[config.mk]
export PLATFORM = sky130hd
export DESIGN_NAME = intr_prio_arbiter
export DESIGN_NICKNAME = d
export VERILOG_FILES = /design/src/rtl/intr_arb_pkg.sv /design/src/rtl/intr_arb_hiscan.sv /design/src/rtl/intr_arb_datapath.sv /design/src/rtl/intr_arb_control.sv /design/src/rtl/intr_prio_arbiter.sv
export SDC_FILE = /design/constraint.sdc
export NUM_CORES = 2
export LEC_CHECK = 0
export CAP_MARGIN = 25
export CORE_ASPECT_RATIO = 1.2
export CORE_MARGIN = 4
export CORE_UTILIZATION = 40
export CTS_CLUSTER_DIAMETER = 30
export CTS_CLUSTER_SIZE = 12
export DETAILED_ROUTE_END_ITERATION = 8
export DONT_BUFFER_PORTS = 1
export PLACE_DENSITY = 0.64
export SETUP_SLACK_MARGIN = 0.3
export SKIP_LAST_GASP = 1
export SLEW_MARGIN = 20
export SYNTH_ARGS = -nofsm -noshare
export SYNTH_HDL_FRONTEND = slang
export SYNTH_HIERARCHICAL = 1
export SYNTH_SLANG_ARGS = --single-unit
[constraint.sdc]
create_clock -name clk -period 6 [get_ports clk]
set_input_delay 1.2 -clock clk [delete_from_list [all_inputs] [get_ports clk]]
set_output_delay 1.2 -clock clk [all_outputs]
set_load 0.005 [all_outputs]
[src/rtl/intr_arb_pkg.sv]
package intr_arb_pkg;
  // width of a priority class (upper bits of a vector number)
  localparam int CLS_W = 4;

  // strobes from the control decision into the state datapath
  typedef struct packed {
    logic grant;   // move top pending vector into service
    logic retire;  // clear top in-service vector
  } arbStrobe_t;
endpackage

[src/rtl/intr_arb_hiscan.sv]
module intr_arb_hiscan #(
  parameter int NUM_VEC = 256,
  parameter int WORD_W  = 32
) (
  input  logic [NUM_VEC-1:0]         bits,
  output logic                       found,
  output logic [$clog2(NUM_VEC)-1:0] idx
);
  localparam int NUM_WORDS = NUM_VEC / WORD_W;
  localparam int VEC_W     = $clog2(NUM_VEC);
  localparam int BIT_W     = $clog2(WORD_W);
  localparam int WSEL_W    = VEC_W - BIT_W;

  logic [NUM_WORDS-1:0]       wordHit;
  logic [NUM_WORDS*BIT_W-1:0] wordPosFlat;

  // first level: highest set bit inside each word
  for (genvar w = 0; w < NUM_WORDS; w++) begin : g_word
    logic [BIT_W-1:0] pos;
    assign wordHit[w] = |bits[w*WORD_W +: WORD_W];
    always_comb begin
      pos = '0;
      for (int b = 0; b < WORD_W; b++) begin
        if (bits[w*WORD_W + b]) pos = BIT_W'(b);
      end
    end
    assign wordPosFlat[w*BIT_W +: BIT_W] = pos;
  end

  // second level: highest word that has any bit set
  always_comb begin
    found = 1'b0;
    idx   = '0;
    for (int w = 0; w < NUM_WORDS; w++) begin
      if (wordHit[w]) begin
        found = 1'b1;
        idx   = {WSEL_W'(w), wordPosFlat[w*BIT_W +: BIT_W]};
      end
    end
  end
endmodule

[src/rtl/intr_arb_datapath.sv]
module intr_arb_datapath
  import intr_arb_pkg::*;
#(
  parameter int NUM_VEC = 256,
  parameter int WORD_W  = 32,
  localparam int VEC_W  = $clog2(NUM_VEC)
) (
  input  logic             clk,
  input  logic             rst_n,
  input  logic             reqValid,
  input  logic [VEC_W-1:0] reqVector,
  input  logic             reqLevel,
  input  logic             tprWrite,
  input  logic [CLS_W-1:0] tprClass,
  input  logic             svrWrite,
  input  logic [VEC_W:0]   svrData,
  input  arbStrobe_t       strb,
  output logic             irrAny,
  output logic [VEC_W-1:0] irrTop,
  output logic             isrAny,
  output logic [VEC_W-1:0] isrTop,
  output logic [VEC_W-1:0] tprQ,
  output logic [VEC_W:0]   svrQ,
  output logic             eoiLevel
);
  logic [NUM_VEC-1:0] irrQ, isrQ, tmrQ;
  logic [NUM_VEC-1:0] irrN, isrN, tmrN;

  intr_arb_hiscan #(.NUM_VEC(NUM_VEC), .WORD_W(WORD_W)) u_irrScan (
    .bits(irrQ), .found(irrAny), .idx(irrTop));
  intr_arb_hiscan #(.NUM_VEC(NUM_VEC), .WORD_W(WORD_W)) u_isrScan (
    .bits(isrQ), .found(isrAny), .idx(isrTop));

  // next state: a grant clears before an incoming request sets, so a
  // request for the granted vector in the same cycle stays pending
  always_comb begin
    irrN = irrQ;
    isrN = isrQ;
    tmrN = tmrQ;
    if (strb.grant)  irrN[irrTop] = 1'b0;
    if (reqValid)    irrN[reqVector] = 1'b1;
    if (strb.retire) isrN[isrTop] = 1'b0;
    if (strb.grant)  isrN[irrTop] = 1'b1;
    if (reqValid)    tmrN[reqVector] = reqLevel;
  end

  always_ff @(posedge clk or negedge rst_n) begin
    if (!rst_n) begin
      irrQ <= '0;
      isrQ <= '0;
      tmrQ <= '0;
      tprQ <= '0;
      svrQ <= {1'b0, {VEC_W{1'b1}}};
    end else begin
      irrQ <= irrN;
      isrQ <= isrN;
      tmrQ <= tmrN;
      if (tprWrite) tprQ <= {tprClass, {(VEC_W-CLS_W){1'b0}}};
      if (svrWrite) svrQ <= svrData;
    end
  end

  assign eoiLevel = isrAny & tmrQ[isrTop];

  AST_TRIG_WRITTEN: assert property (@(posedge clk) disable iff (!rst_n)
    reqValid |=> tmrQ[$past(reqVector)] == $past(reqLevel));
  AST_GRANT_MOVES: assert property (@(posedge clk) disable iff (!rst_n)
    strb.grant && !reqValid |=> isrQ[$past(irrTop)] && !irrQ[$past(irrTop)]);
  AST_RETIRE_CLEARS: assert property (@(posedge clk) disable iff (!rst_n)
    strb.retire && !strb.grant |=> !isrQ[$past(isrTop)]);
  AST_ISR_HELD: assert property (@(posedge clk) disable iff (!rst_n)
    !strb.grant && !strb.retire |=> $stable(isrQ));
  AST_SVR_STORED: assert property (@(posedge clk) disable iff (!rst_n)
    svrWrite |=> svrQ == $past(svrData));
endmodule

[src/rtl/intr_arb_control.sv]
module intr_arb_control
  import intr_arb_pkg::*;
#(
  parameter int NUM_VEC = 256,
  localparam int VEC_W  = $clog2(NUM_VEC)
) (
  input  logic             clk,
  input  logic             rst_n,
  input  logic             ackStrobe,
  input  logic             eoiStrobe,
  input  logic             irrAny,
  input  logic [VEC_W-1:0] irrTop,
  input  logic             isrAny,
  input  logic [VEC_W-1:0] isrTop,
  input  logic [VEC_W-1:0] tprQ,
  input  logic [VEC_W:0]   svrQ,
  output arbStrobe_t       strb,
  output logic             irqPending,
  output logic [VEC_W-1:0] ackVector
);
  logic             swEnable;
  logic [CLS_W-1:0] tprCls, isrCls, irrCls, pprCls;
  logic [VEC_W-1:0] pprVal;
  logic             tprBlocks, grantable;

  assign swEnable = svrQ[VEC_W];
  assign tprCls   = tprQ[VEC_W-1 -: CLS_W];
  assign isrCls   = isrTop[VEC_W-1 -: CLS_W];
  assign irrCls   = irrTop[VEC_W-1 -: CLS_W];

  // processor priority from task priority and top in-service class
  always_comb begin
    if (!isrAny || tprCls >= isrCls) pprVal = tprQ;
    else                             pprVal = {isrCls, {(VEC_W-CLS_W){1'b0}}};
  end
  assign pprCls = pprVal[VEC_W-1 -: CLS_W];

  assign irqPending = swEnable && irrAny && ((pprVal == '0) || (irrCls > pprCls));

  // acknowledge uses the full vector against the task priority
  assign tprBlocks = (tprQ != '0) && (irrTop <= tprQ);
  assign grantable = swEnable && irrAny && !tprBlocks;
  assign ackVector = grantable ? irrTop : svrQ[VEC_W-1:0];

  assign strb.grant  = ackStrobe && grantable;
  assign strb.retire = eoiStrobe && isrAny;

  AST_PEND_NEEDS_ENABLE: assert property (@(posedge clk) disable iff (!rst_n)
    irqPending |-> swEnable && irrAny);
  AST_NO_GRANT_DISABLED: assert property (@(posedge clk) disable iff (!rst_n)
    !swEnable |-> !strb.grant);
  AST_PEND_ABOVE_ISR: assert property (@(posedge clk) disable iff (!rst_n)
    irqPending && isrAny |-> irrCls > isrCls || tprCls >= isrCls);
endmodule

[src/rtl/intr_prio_arbiter.sv]
module intr_prio_arbiter
  import intr_arb_pkg::*;
#(
  parameter int NUM_VEC = 256,
  parameter int WORD_W  = 32,
  localparam int VEC_W  = $clog2(NUM_VEC)
) (
  input  logic             clk,
  input  logic             rst_n,
  input  logic             reqValid,
  input  logic [VEC_W-1:0] reqVector,
  input  logic             reqLevel,
  input  logic             ackStrobe,
  input  logic             eoiStrobe,
  input  logic             tprWrite,
  input  logic [CLS_W-1:0] tprClass,
  input  logic             svrWrite,
  input  logic [VEC_W:0]   svrData,
  output logic             irqPending,
  output logic [VEC_W-1:0] ackVector,
  output logic             eoiLevel
);
  arbStrobe_t       strb;
  logic             irrAny, isrAny;
  logic [VEC_W-1:0] irrTop, isrTop, tprQ;
  logic [VEC_W:0]   svrQ;

  intr_arb_datapath #(.NUM_VEC(NUM_VEC), .WORD_W(WORD_W)) u_dp (
    .clk(clk), .rst_n(rst_n),
    .reqValid(reqValid), .reqVector(reqVector), .reqLevel(reqLevel),
    .tprWrite(tprWrite), .tprClass(tprClass),
    .svrWrite(svrWrite), .svrData(svrData),
    .strb(strb),
    .irrAny(irrAny), .irrTop(irrTop), .isrAny(isrAny), .isrTop(isrTop),
    .tprQ(tprQ), .svrQ(svrQ), .eoiLevel(eoiLevel));

  intr_arb_control #(.NUM_VEC(NUM_VEC)) u_ctl (
    .clk(clk), .rst_n(rst_n),
    .ackStrobe(ackStrobe), .eoiStrobe(eoiStrobe),
    .irrAny(irrAny), .irrTop(irrTop), .isrAny(isrAny), .isrTop(isrTop),
    .tprQ(tprQ), .svrQ(svrQ),
    .strb(strb), .irqPending(irqPending), .ackVector(ackVector));
endmodule

==> summary.md <==
| Metric | Value |
|---|---|
| Overflow after GRT | 0 |
| Failing checks | negative setup slack |
| Crit end category | primary output |
| Hold Crit Class | in -> async |
| Total CTS buffers | between 150 and 200 |
| Initial antenna violation count | 0 |
| CP dominant cell by count | buf_4 |
| Final Net Count | 4269 |
| Post-Synthesis Cells | 4096 |
| Rel. slew slack | 0.275 |
| Final setup margin | -550 ps |
| Syn_area_per_cell | roughly 9.7 um^2 |
| Vias in the first global route | 34.8k |
| Synth warn | 6 |
| Max-Cap Viols | 0 |
| Startpoint type of the worst setup path | flip-flop |
| Number of synthesized flops with an enable pin | 0 |
| IO Pins | 39 |
| Routed Antenna Nets | 0 |
| Critical Path RT | 4800 ps |
| Outcome | complete, but fails checks |
| # DRC | 0 |
| Yosys cell types | 77 |
| Reg clk slew, reported paths | 50 ps |
| Largest net degree at the start of global routing | 782 |
| Sequential-to-total area share from yosys stat | 0.494 |
| Static leakage | 21.4 nW |
| Post-synth ARST share | 1.00 |
| Tot GR Track Use | 0.266 |
| Final Max Tran Viols | 0 |
| Die height | 352 um |
| Final setup viols | 2 |
| Min Clock Period, post-route | 6550 ps |
| DP HPWL | 82.4 mm |
| Worst-path maximum fanout | 6 |
| Later-pin clock latency in the skew report | 770 ps |
| Final weighted congestion in routability-driven placement | around 0.93 |
| Routed vias | 35.5k |
| Port Buffers | 0 |
| Routed len/inst | 25.2 um |
| DRT iter0 DRCs | 4045 |
| Drt pass-1 iters | 6 |
| Row count | 126 |
| Initial Util | 0.403 |
| Post-Route WL | 143 mm |
| Post-route insts no fill | 5657 |
| Yosys reg bits | 781 |
| Layout fillers | between 8k and 9k |
| Placed cells | 5259 |
| VDD IR max | 0.435 mV |
| CP arrival | around 5400 ps |
| Most common flop cell mapped by yosys | dfrtp_1 |
| Root Driver | clkbuf_16 |
| CTS tree | done |
| Die area | 0.104 mm^2 |
| Core Footprint | between 0.09 and 0.1 mm^2 |
| Post-synthesis cell area | approximately 0.040 mm^2 |
| Synthesis-to-layout area growth | 25.7% |
| Maximum clock path buffer count | 3 |
| Final Hold Viols | 0 |
| Critical path's slowest cell | mux4_2 |
| Htree depth | 4 |
| CTS Sinks | 781 |
| Fmax | 153 MHz |
| Cell Pwr Density | 539 mW/mm^2 |
| Share of layout cells above drive strength 1 | 0.248 |
| Critical path class | reg -> out |
| Clk_skew | around 39 ps |
| RSZ-0062 raised after global routing | yes |
| Worst slew pin tran | 1090 ps |
| Chip Width | 295 um |
| Total power | 0.0268 W |
| Via density | 6.27 |
| CP Cell Sequence | nor4_2 -> buf_4 -> nand4_1 -> nor2_1 -> buf_4 -> o21ai_0 -> a211oi_2 -> nor4_4 -> o211ai_1 -> clkbuf_16 -> buf_12 -> buf_6 -> mux4_2 -> mux4_2 -> nor2_2 -> nor4_2 -> buf_4 -> o211a_4 |
| CP peak stage delay | between 500 and 600 ps |
| Final Cycle Share | 1.09 |
| First-pass GRT wire length | between 200 and 250 mm |
path summary, 6_finish.rpt:
check                               startpoint             end  slack, ps  cells after the start
worst min-delay path                     rst_n  u_dp/tmrQ[201]        130                      0
worst max register to register   u_dp/irrQ[37]    u_dp/irrQ[5]        590                     24
worst max-delay path            u_dp/isrQ[114]        eoiLevel       -550                     18
min in group clk                 u_dp/tmrQ[26]   u_dp/tmrQ[26]        500                      1
worst min register to register   u_dp/tmrQ[26]   u_dp/tmrQ[26]        500                      1
max in group asynchronous                rst_n    u_dp/isrQ[2]       3460                      3
cells in the mapped netlist (all sizes together) (5+ instances only):
cell type	instances	share of area
buf	30	0.0072
and3	5	0.00079
a31o	7	0.0015
o22ai	7	0.0011
dfrtp	773	0.49
o31ai	37	0.0070
nand3b	5	0.00095
a31oi	10	0.0016
a21o	7	0.0013
clkbuf	253	0.024
inv	103	0.0098
a311oi	8	0.0018
or3	10	0.0021
ha	16	0.0051
nor3	83	0.011
o211ai	17	0.0032
nand2b	33	0.0052
o21bai	13	0.0025
nand4	30	0.0047
a21oi	103	0.013
o311a	8	0.0021
o311ai	13	0.0029
mux2i	19	0.0048
o41ai	11	0.0029
dfstp	8	0.0053
mux2	281	0.080
mux4	59	0.034
nand3	46	0.0058
nor2	451	0.043
or2	8	0.0014
a211oi	27	0.0051
nor4	155	0.026
and2	6	0.00095
a2111oi	13	0.0029
o31a	12	0.0027
o21a	14	0.0027
o21ai	1100	0.14
or4	39	0.0076
nand2	161	0.015
a221o	6	0.0015
nor2b	51	0.0081
a221oi	16	0.0039
a21boi	6	0.0011
worst max-delay path: cells and delay by family, from the launching register on:
kind                   cells  cell delay, ps
buffers and inverters      6            1050
multiplexers               2            1030
AO/OA/AOI/OAI              4            1000
AND/OR/NAND/NOR            6            1060
flip-flops                 1             410
area by class of cell:
class	count	area [um^2]	share of cell area
inverter	103	387	0.00777
antenna	1	2.50	0.0000503
clock inverter	110	1390	0.0280
sequential	781	19600	0.393
clock buffer	220	4840	0.0974
tap	1280	1600	0.0322
timing repair buffer	229	2320	0.0466
multi-input combinational	2933	19600	0.395
flip-flops by register name, indices dropped and copies added, names as in the netlist:
| register | cells |
|---|---|
| u_dp/svrQ | 9 |
| u_dp/isrQ | 256 |
| u_dp/tmrQ | 256 |
| u_dp/tprQ | 4 |
| u_dp/irrQ | 256 |
where the power goes:
group,internal (W),switching (W)
logic,0.00449,0.00610
registers,0.00574,0.000527
clock network,0.00667,0.00329
timing repair:
| action | in CTS | in global routing |
|---|---|---|
| pin swaps | 51 | 53 |
| setup buffers | 30 | 26 |
| gates cloned | 1 | 0 |
| endpoints found under the setup margin | 449 | 72 |
| resized for setup | 135 | 95 |
| hold buffers | 0 | 0 |
layout by cell type, fill, tap and decap left out, types with 16 or more instances in the layout:
master | Yosys | routed
clkbuf_16 | 0 | 179
nor3_1 | 83 | 82
o31ai_1 | 37 | 35
nor4_2 | 2 | 42
o21ai_0 | 1098 | 1091
buf_4 | 6 | 172
buf_12 | 4 | 21
nor2_1 | 450 | 438
clkinv_2 | 0 | 34
or4_1 | 37 | 25
dfrtp_1 | 773 | 770
a211oi_1 | 27 | 21
o211ai_1 | 17 | 17
nor4_1 | 151 | 86
nand2_1 | 161 | 153
clkbuf_1 | 253 | 19
nor2b_1 | 51 | 48
bufinv_16 | 0 | 21
clkinvlp_4 | 0 | 18
buf_8 | 2 | 19
mux2i_1 | 19 | 19
inv_6 | 0 | 16
nor4_4 | 2 | 27
clkbuf_8 | 0 | 23
inv_1 | 103 | 102
a21oi_1 | 103 | 95
mux4_2 | 51 | 52
mux2_2 | 279 | 273
nand3_1 | 46 | 40
nand2b_1 | 33 | 30
nand4_1 | 30 | 30
layer usage:
layer  vias to the layer above  routed length, um  GRT usage
met3                       493              11900     0.0552
met1                     17700              55600      0.336
met4                         0               8650      0.153
met2                      1907              66600      0.422
li1                      15400                  -          -
met5                         -                  0          0
kinds of logic (layout without fill, tap and decap cells):
kind of cell    count (synthesis)  after routing  share of synthesized area
simple gates                 1096           1096                      0.135
fa+ha+maj                      16             16                    0.00506
buf+inv                       386            662                     0.0410
flops                         781            781                      0.494
compound gates               1457           1458                      0.205
other cells                     1              5                  0.0000948
mux                           359            359                      0.119
through the flow:
step           cell area [um^2]  hold slack, ps  setup TNS, ps  setup slack (ps)   util
2_1_floorplan             39600             472              0               913      -
3_3_place_gp              41300             481           -486              -181  0.421
3_5_place_dp              41600             489           -621              -223  0.423
4_1_cts                   48800             175           -620              -483  0.497
5_1_grt                   49700             104           -962              -694  0.506
6_report                  49700             135           -683              -550  0.506
Note: power is estimated with default switching activity, not from simulation.
